===== config.mk =====
export PLATFORM = sky130hd
export DESIGN_NAME = pwb_stage
export DESIGN_NICKNAME = d
export VERILOG_FILES = /design/src/rtl/pwb_pkg.sv /design/src/rtl/pwb_regfile.sv /design/src/rtl/pwb_pred.sv /design/src/rtl/pwb_ctrl.sv /design/src/rtl/pwb_stage.sv
export SDC_FILE = /design/constraint.sdc
export NUM_CORES = 2
export LEC_CHECK = 0
export BUFFER_PORTS_ARGS = -buffer_cell sky130_fd_sc_hd__clkbuf_2
export CAP_MARGIN = 30
export CORE_UTILIZATION = 30
export CTS_CLUSTER_SIZE = 30
export DETAILED_ROUTE_END_ITERATION = 16
export PLACE_DENSITY_LB_ADDON = 0.05
export SYNTH_ARGS = -nofsm -noshare
export SYNTH_HDL_FRONTEND = slang
export SYNTH_SLANG_ARGS = --single-unit

===== constraint.sdc =====
create_clock -name clk -period 6.16 [get_ports clk]
set_input_delay 1.232 -clock clk [delete_from_list [all_inputs] [get_ports clk]]
set_output_delay 1.232 -clock clk [all_outputs]
set_load 0.005 [all_outputs]

===== src/rtl/pwb_pkg.sv =====
package pwb_pkg;

    typedef enum logic [1:0] {
        OP_ADDI  = 2'b00,
        OP_CMOVZ = 2'b01,
        OP_LDC   = 2'b10,
        OP_NOP   = 2'b11
    } pwb_op_e;

    typedef enum logic [1:0] {
        ST_READY   = 2'b00,
        ST_LD_REQ  = 2'b01,
        ST_LD_RESP = 2'b10
    } pwb_state_e;

endpackage


===== src/rtl/pwb_regfile.sv =====
module pwb_regfile #(
    parameter int DEPTH = 32,
    parameter int WIDTH = 32,
    localparam int IDXW = $clog2(DEPTH)
) (
    input  logic             clk,
    input  logic             rst_n,
    input  logic             we,
    input  logic [IDXW-1:0]  widx,
    input  logic [WIDTH-1:0] wdata,
    input  logic [IDXW-1:0]  ridx_a,
    output logic [WIDTH-1:0] rdata_a,
    input  logic [IDXW-1:0]  ridx_b,
    output logic [WIDTH-1:0] rdata_b
);

    logic [WIDTH-1:0] cells [DEPTH];

    // entry 0 is never written and stays at its reset value of zero
    always_ff @(posedge clk) begin
        if (!rst_n) begin
            for (int i = 0; i < DEPTH; i++) cells[i] <= '0;
        end else if (we && (widx != '0)) begin
            cells[widx] <= wdata;
        end
    end

    assign rdata_a = (ridx_a == '0) ? '0 : cells[ridx_a];
    assign rdata_b = (ridx_b == '0) ? '0 : cells[ridx_b];

endmodule


===== src/rtl/pwb_pred.sv =====
module pwb_pred
    import pwb_pkg::*;
#(
    parameter int WIDTH = 32
) (
    input  logic [1:0]       op,
    input  logic [WIDTH-1:0] cond_val,
    output logic             pred_true,
    output logic             is_load
);

    pwb_op_e op_e;
    logic    cond_zero;

    assign op_e      = pwb_op_e'(op);
    assign cond_zero = (cond_val == '0);

    always_comb begin
        pred_true = 1'b0;
        is_load   = 1'b0;
        unique case (op_e)
            OP_ADDI:  pred_true = 1'b1;
            OP_CMOVZ: pred_true = cond_zero;
            OP_LDC: begin
                pred_true = !cond_zero;
                is_load   = 1'b1;
            end
            OP_NOP:   pred_true = 1'b0;
            default:  pred_true = 1'b0;
        endcase
    end

endmodule


===== src/rtl/pwb_ctrl.sv =====
module pwb_ctrl
    import pwb_pkg::*;
#(
    parameter int WIDTH = 32,
    parameter int IDXW  = 5
) (
    input  logic             clk,
    input  logic             rst_n,
    input  logic             issue_valid,
    input  logic [1:0]       op,
    input  logic [IDXW-1:0]  rd,
    input  logic [WIDTH-1:0] rs_val,
    input  logic [WIDTH-1:0] imm,
    input  logic             pred_true,
    input  logic             is_load,
    input  logic [WIDTH-1:0] mem_rdata,
    input  logic             mem_fault,
    output logic             issue_ready,
    output logic             commit_we,
    output logic [IDXW-1:0]  commit_idx,
    output logic [WIDTH-1:0] commit_data,
    output logic             mem_req,
    output logic [WIDTH-1:0] mem_addr,
    output logic             wb_en,
    output logic [IDXW-1:0]  wb_idx,
    output logic [WIDTH-1:0] wb_data,
    output logic             exc_valid
);

    pwb_state_e       state, nxt_state;
    logic [IDXW-1:0]  ld_rd_q;
    logic             ld_pred_q;
    logic             c_exc, c_req, c_cap;
    logic [WIDTH-1:0] c_addr;

    assign issue_ready = (state == ST_READY);

    // state register
    always_ff @(posedge clk) begin
        if (!rst_n) state <= ST_READY;
        else        state <= nxt_state;
    end

    // next state and commit decision
    always_comb begin
        nxt_state   = state;
        commit_we   = 1'b0;
        commit_idx  = rd;
        commit_data = '0;
        c_exc       = 1'b0;
        c_req       = 1'b0;
        c_addr      = mem_addr;
        c_cap       = 1'b0;
        unique case (state)
            ST_READY: begin
                if (issue_valid) begin
                    if (is_load) begin
                        nxt_state = ST_LD_REQ;
                        c_req     = 1'b1;
                        c_addr    = rs_val + imm;
                        c_cap     = 1'b1;
                    end else begin
                        commit_we   = pred_true && (rd != '0);
                        commit_idx  = rd;
                        commit_data = (pwb_op_e'(op) == OP_CMOVZ) ? rs_val : rs_val + imm;
                    end
                end
            end
            ST_LD_REQ: begin
                nxt_state = ST_LD_RESP;
            end
            ST_LD_RESP: begin
                nxt_state   = ST_READY;
                commit_we   = ld_pred_q && (ld_rd_q != '0);
                commit_idx  = ld_rd_q;
                commit_data = mem_rdata;
                c_exc       = mem_fault && ld_pred_q;
            end
            default: nxt_state = ST_READY;
        endcase
    end

    // registered outputs and pending-load context
    always_ff @(posedge clk) begin
        if (!rst_n) begin
            wb_en     <= 1'b0;
            wb_idx    <= '0;
            wb_data   <= '0;
            exc_valid <= 1'b0;
            mem_req   <= 1'b0;
            mem_addr  <= '0;
            ld_rd_q   <= '0;
            ld_pred_q <= 1'b0;
        end else begin
            wb_en     <= commit_we;
            wb_idx    <= commit_idx;
            wb_data   <= commit_data;
            exc_valid <= c_exc;
            mem_req   <= c_req;
            mem_addr  <= c_addr;
            if (c_cap) begin
                ld_rd_q   <= rd;
                ld_pred_q <= pred_true;
            end
        end
    end

endmodule


===== src/rtl/pwb_stage.sv =====
module pwb_stage #(
    parameter int NREGS = 32,
    parameter int WIDTH = 32,
    localparam int IDXW = $clog2(NREGS)
) (
    input  logic             clk,
    input  logic             rst_n,
    input  logic             issue_valid,
    output logic             issue_ready,
    input  logic [1:0]       issue_op,
    input  logic [IDXW-1:0]  issue_rd,
    input  logic [IDXW-1:0]  issue_rs,
    input  logic [IDXW-1:0]  issue_rc,
    input  logic [WIDTH-1:0] issue_imm,
    output logic             mem_req,
    output logic [WIDTH-1:0] mem_addr,
    input  logic [WIDTH-1:0] mem_rdata,
    input  logic             mem_fault,
    output logic             wb_en,
    output logic [IDXW-1:0]  wb_idx,
    output logic [WIDTH-1:0] wb_data,
    output logic             exc_valid
);

    logic [WIDTH-1:0] rs_val, rc_val, commit_data;
    logic [IDXW-1:0]  commit_idx;
    logic             commit_we, pred_true, is_load;

    pwb_regfile #(.DEPTH(NREGS), .WIDTH(WIDTH)) u_rf (
        .clk     (clk),
        .rst_n   (rst_n),
        .we      (commit_we),
        .widx    (commit_idx),
        .wdata   (commit_data),
        .ridx_a  (issue_rs),
        .rdata_a (rs_val),
        .ridx_b  (issue_rc),
        .rdata_b (rc_val)
    );

    pwb_pred #(.WIDTH(WIDTH)) u_pred (
        .op        (issue_op),
        .cond_val  (rc_val),
        .pred_true (pred_true),
        .is_load   (is_load)
    );

    pwb_ctrl #(.WIDTH(WIDTH), .IDXW(IDXW)) u_ctrl (
        .clk         (clk),
        .rst_n       (rst_n),
        .issue_valid (issue_valid),
        .op          (issue_op),
        .rd          (issue_rd),
        .rs_val      (rs_val),
        .imm         (issue_imm),
        .pred_true   (pred_true),
        .is_load     (is_load),
        .mem_rdata   (mem_rdata),
        .mem_fault   (mem_fault),
        .issue_ready (issue_ready),
        .commit_we   (commit_we),
        .commit_idx  (commit_idx),
        .commit_data (commit_data),
        .mem_req     (mem_req),
        .mem_addr    (mem_addr),
        .wb_en       (wb_en),
        .wb_idx      (wb_idx),
        .wb_data     (wb_data),
        .exc_valid   (exc_valid)
    );

endmodule



==> flow_results.org <==
** Run status
- The flow ran to the end, and the final reports show no timing, DRC or antenna violations.

** Synth
- In the synthesized netlist the async set-or-reset flop fraction comes to 0%.
- Flip-flop and latch count after synthesis :: 1,104
- The netlist uses 69 different library cells.
- In the synthesized netlist, mux cells make up 12.0% of the area.
- Portion of the post-synthesis area used by sequential elements :: 58.0%
- Yosys mapped a number of flops with a built-in enable equal to 1,024.
- The cell count after synthesis came out at 4,323.
- Average footprint of a synthesized cell :: 12.9 um2
- Most used flip-flop cell after synthesis :: edfxtp_1
- After Yosys synthesis, XOR and XNOR cells account for 0.330% of the synthesized area.
- Area of the mapped netlist :: 55,800 um2
- The biggest area contributor in the post-synthesis netlist is edfxtp_1.
- The synthesized design devotes to its leading area cell type 55.1% of total area.
- Number of warnings reported in the yosys synthesis log :: 0
- Yosys instantiated no cell more often than nor4_1.
- After Yosys synthesis, full adders, half adders and majority gates account for 0.731% of the synthesized area.
- Sorting the synthesized cells by area gives the leading types as edfxtp_1 55%, nor4_1 12%, mux4_2 9.0%, dfxtp_1 2.9%, clkbuf_1 2.8%.
- By area, the combinational part of the netlist is dominated by simple AND/OR/NAND/NOR gates.
- The synthesized netlist devotes 18.2% of its cell area to simple gates.
- Summing the areas of all compound-gate instances in the mapped netlist gives 5.90% of the synthesized area.
- By count the netlist is led by 1,110 x nor4_1, 1,024 x edfxtp_1, 416 x clkbuf_1.

** Timing
- The clock period could shrink to 5.98 ns.
- Maximum clock frequency :: 0.167 GHz
- The max-slew violation total from the final report is 0.
- Dividing the final minimum period by the clock period gives 97.2%.
- The worst path meets setup with 0.175 ns of slack.
- In this run the tightest slew margin relative to its limit is 29.9%.
- Setup repair after global routing left no endpoint under its margin.
- Slew at the pin closest to its max-slew limit :: 1.05 ns
- The total count of hold-check failures in the final report came to 0.
- Worst-case clock skew :: 0.0423 ns
- Final number of setup-violating endpoints :: 0

** Finish
- Cells fill 36.9% of the core in the end.
- Relative to the synthesized area, the layout overhead comes to 21.6%.
- Area used by multi-input combinational logic :: 21,800 um2
- Share of post-route cells with drive strength above 1 :: 27.3%
- Across the whole layout, storage elements account for 32,400 um2.
- The layout has 17,786 filler cells.
- The net count of the finished layout is 4,689.

** Detailed routing
- After the first detailed-routing iteration, the DRC count stood at 3,823.
- After detailed routing, the number of vias per cell comes to 5.96.
- Via count :: 42,563
- Overall routed net length :: 239 mm
- Before antenna repair, the detailed router went through 5 iterations.
- ANT nets after route :: 0
- For this run, design rule violations remaining after detail routing come to 0.
- In the final routed layout, each cell accounts on average for 33.5 um.

** Floorplan
- Placeable Area :: 184,000 um2
- I/O pin total :: 158
- Die width :: 433 um
- Initial Util :: 30.4%
- In this run the core area contains 157 standard-cell rows.
- In this run the vertical extent of the chip is 433 um.
- The die covers 188,000 um2.

** Setup path
- Endpoint kind of the worst setup timing path :: flip-flop
- The largest single stage delay on the critical path is 0.60 ns.
- Worst path top cell family by delay :: compound AO/OA/AOI/OAI gates
- Critical path type :: in -> reg
- The most critical setup path has its endpoint at u_rf.cells[12][30].
- Worst path buffer plus inverter count :: 10
- Measured in cells, the most critical reg-to-reg path has a length of 19.
- Cell-by-cell listing of the critical path :: buf_4 > or3_2 > buf_12 > buf_4 > buf_4 > o221ai_1 > o22ai_1 > buf_4 > nor2_1 > ha_1 > buf_4 > a21o_1 > a221oi_1 > buf_4 > o211ai_1 > o21ai_0 > buf_4 > a21oi_1 > o32ai_2 > xnor2_1 > buf_4 > a31oi_4 > buf_12 > nor4_1
- The critical path runs through a total of 24 cells.
- For this design, the slowest cell found on the critical path is or3_2.
- STA classifies the critical path startpoint as a primary input.
- Of all nets on the critical path, the largest fanout is 32.
- In this run the critical register-to-register path is launched from u_rf.cells[15][16].
- In this design, the critical path's most frequently occurring cell is buf_4.
- Setup slack on the worst reg-to-reg path comes out at 0.77 ns.
- STA puts the critical path data required time at 6.64 ns.
- Data on the critical path arrives at its endpoint at 6.46 ns.
- In this run the worst setup path begins at issue_rs[2].
- The endpoint identified for the worst register-to-register timing path is u_rf.cells[13][31].

** Clock network
- Clock network latency to the later pin of the worst-skew pair :: 0.80 ns
- The clock net in this run drives a total of 1,104 sinks.
- Clock transition at path regs :: 0.05 ns
- The clock passes through at most 3 buffers.
- In this run, CTS created clock tree buffers numbering 139.
- TritonCTS built the clock tree.
- Number of hold-repair buffers added at the cts stage :: 0
- H-tree levels :: 4
- Buffer type at the clock tree root :: clkbuf_16

** Place
- Last weighted congestion value of the routability-driven placer :: 0.902
- DP HPWL :: 164 mm
- OpenSTA, run right after detailed placement, puts the worst setup slack at -0.768 ns.
- Buffers placed on the I/O ports in this run total 157.

** Power
- VDD sags by at most 225 uV.
- Power spread over the standard cell area amounts to 294 nW/um2.
- Leakage dissipation :: 22.1 nW

** Flow run
- Max-cap violations in this run came to 0.

** Worst hold path
- Hold WC Path Type :: reg -> reg

** Global route
- Entering global routing, the biggest net connects 109 pins.
- Overall fraction of global-route tracks in use :: 25.2%
- The first global-routing pass estimated 339 mm of wire.
- The initial antenna violation count came to 6.
- Overflow left after global routing :: 0
- The via count of the first global-routing pass is 43,275.
## cell type report
type / count / share of cell area [%]
diodes: 2 / 0.00738
flip-flops and latches: 1104 / 47.7
repair buffers: 666 / 9.34
inverters: 18 / 0.103
clock buffers: 164 / 5.30
multi-input cells: 2643 / 32.1
clock inverters: 76 / 0.933
well taps: 2464 / 4.54
## sequential cells by signal, summed over array words and instances (netlist names)
register          count
u_ctrl.mem_addr      32
u_ctrl.mem_req        1
u_ctrl.wb_idx         5
u_ctrl.state          2
u_ctrl.ld_pred_q      1
u_ctrl.ld_rd_q        5
u_ctrl.wb_en          1
u_rf.cells         1024
u_ctrl.wb_data       32
u_ctrl.exc_valid      1
## repair_timing
action,4_1_cts,5_1_grt
setup buffers,0,1
gates resized for setup,0,16
endpoints found under the setup margin,0,116
## per-stage QoR
step	area (um2)	power, mW	hold slack (ns)	instances	setup TNS (ns)
after global routing	67900	20.5	0.473	7135	0
after detailed placement	63500	12.2	0.446	6894	-243.70
after CTS	67800	20.1	0.454	7134	0
final	67900	19.9	0.453	7137	0
after global placement	63500	12.2	0.441	6891	-261.02
after floorplan	55900	10.3	0.422	4354	-431.76
## metal layers
| layer | GRT usage [%] | vias up | wire, um |
|---|---|---|---|
| met1 | 34.1 | 22386 | 105000 |
| met2 | 42.5 | 1418 | 116000 |
| li1 | - | 18500 | - |
| met4 | 6.10 | 6 | 5310 |
| met5 | 0 | - | 46 |
| met3 | 3.41 | 253 | 12300 |
## worst reg2reg max path, delay by kind of cell (launching register included)
kind | cells | cell delay, ns
adder cells (fa/ha/maj) | 1 | 0.38
buffers and inverters | 4 | 0.71
AO/OA/AOI/OAI | 7 | 1.60
AND/OR/NAND/NOR | 5 | 0.81
multiplexers | 2 | 1.20
flip-flops | 1 | 0.41
## power by group
part	internal, mW	leakage (nW)	switching (mW)
Combinational	1.17	8.80	2.22
Clock	4.52	2.06	3.36
Sequential	8.46	11.2	0.180
## worst min-delay path by stage
stage | cells after the start | startpoint | slack, ns | to
6_report | 2 | u_ctrl.mem_addr[2] | 0.45 | u_ctrl.mem_addr[2]
5_1_grt | 2 | u_ctrl.mem_addr[2] | 0.47 | u_ctrl.mem_addr[2]
4_1_cts | 2 | u_ctrl.mem_addr[11] | 0.45 | u_ctrl.mem_addr[11]
3_5_place_dp | 2 | u_ctrl.mem_addr[11] | 0.45 | u_ctrl.mem_addr[11]
3_3_place_gp | 1 | u_ctrl.state[1] | 0.44 | u_ctrl.state[1]
2_1_floorplan | 1 | u_ctrl.state[1] | 0.42 | u_ctrl.state[1]
## kinds of logic (layout without fill, tap and decap cells)
group,Yosys count,in the layout
xor gates and xnor gates,21,21
DFF,1104,1104
muxes,382,382
and+or+nand+nor,1691,1691
AOI/OAI and AO/OA,485,485
buffers and inverters,607,924
adders and majority gates,32,32
other,1,34
## cell usage in the layout (no fill, tap or decap), types with 18 or more instances in the layout
cell type / instances
nor4_2: 47
a22o_1: 18
mux4_2: 223
mux2_2: 48
clkbuf_1: 24
clkinv_2: 19
mux2i_1: 110
conb_1: 32
buf_12: 135
nor4_1: 1110
a211oi_1: 31
a21oi_1: 109
nor3_1: 77
clkbuf_16: 140
o211ai_1: 19
a221oi_1: 25
clkbuf_2: 149
dfxtp_1: 80
nand2b_1: 19
o221ai_1: 33
nand4_1: 21
nor2_1: 127
nand2_1: 145
a21oi_4: 18
buf_4: 377
ha_1: 31
o31ai_4: 31
clkinv_1: 34
o22ai_1: 28
o21ai_0: 56
or4_1: 27
nand3_1: 40
edfxtp_1: 1024
Note: power is estimated with default switching activity, not from simulation.
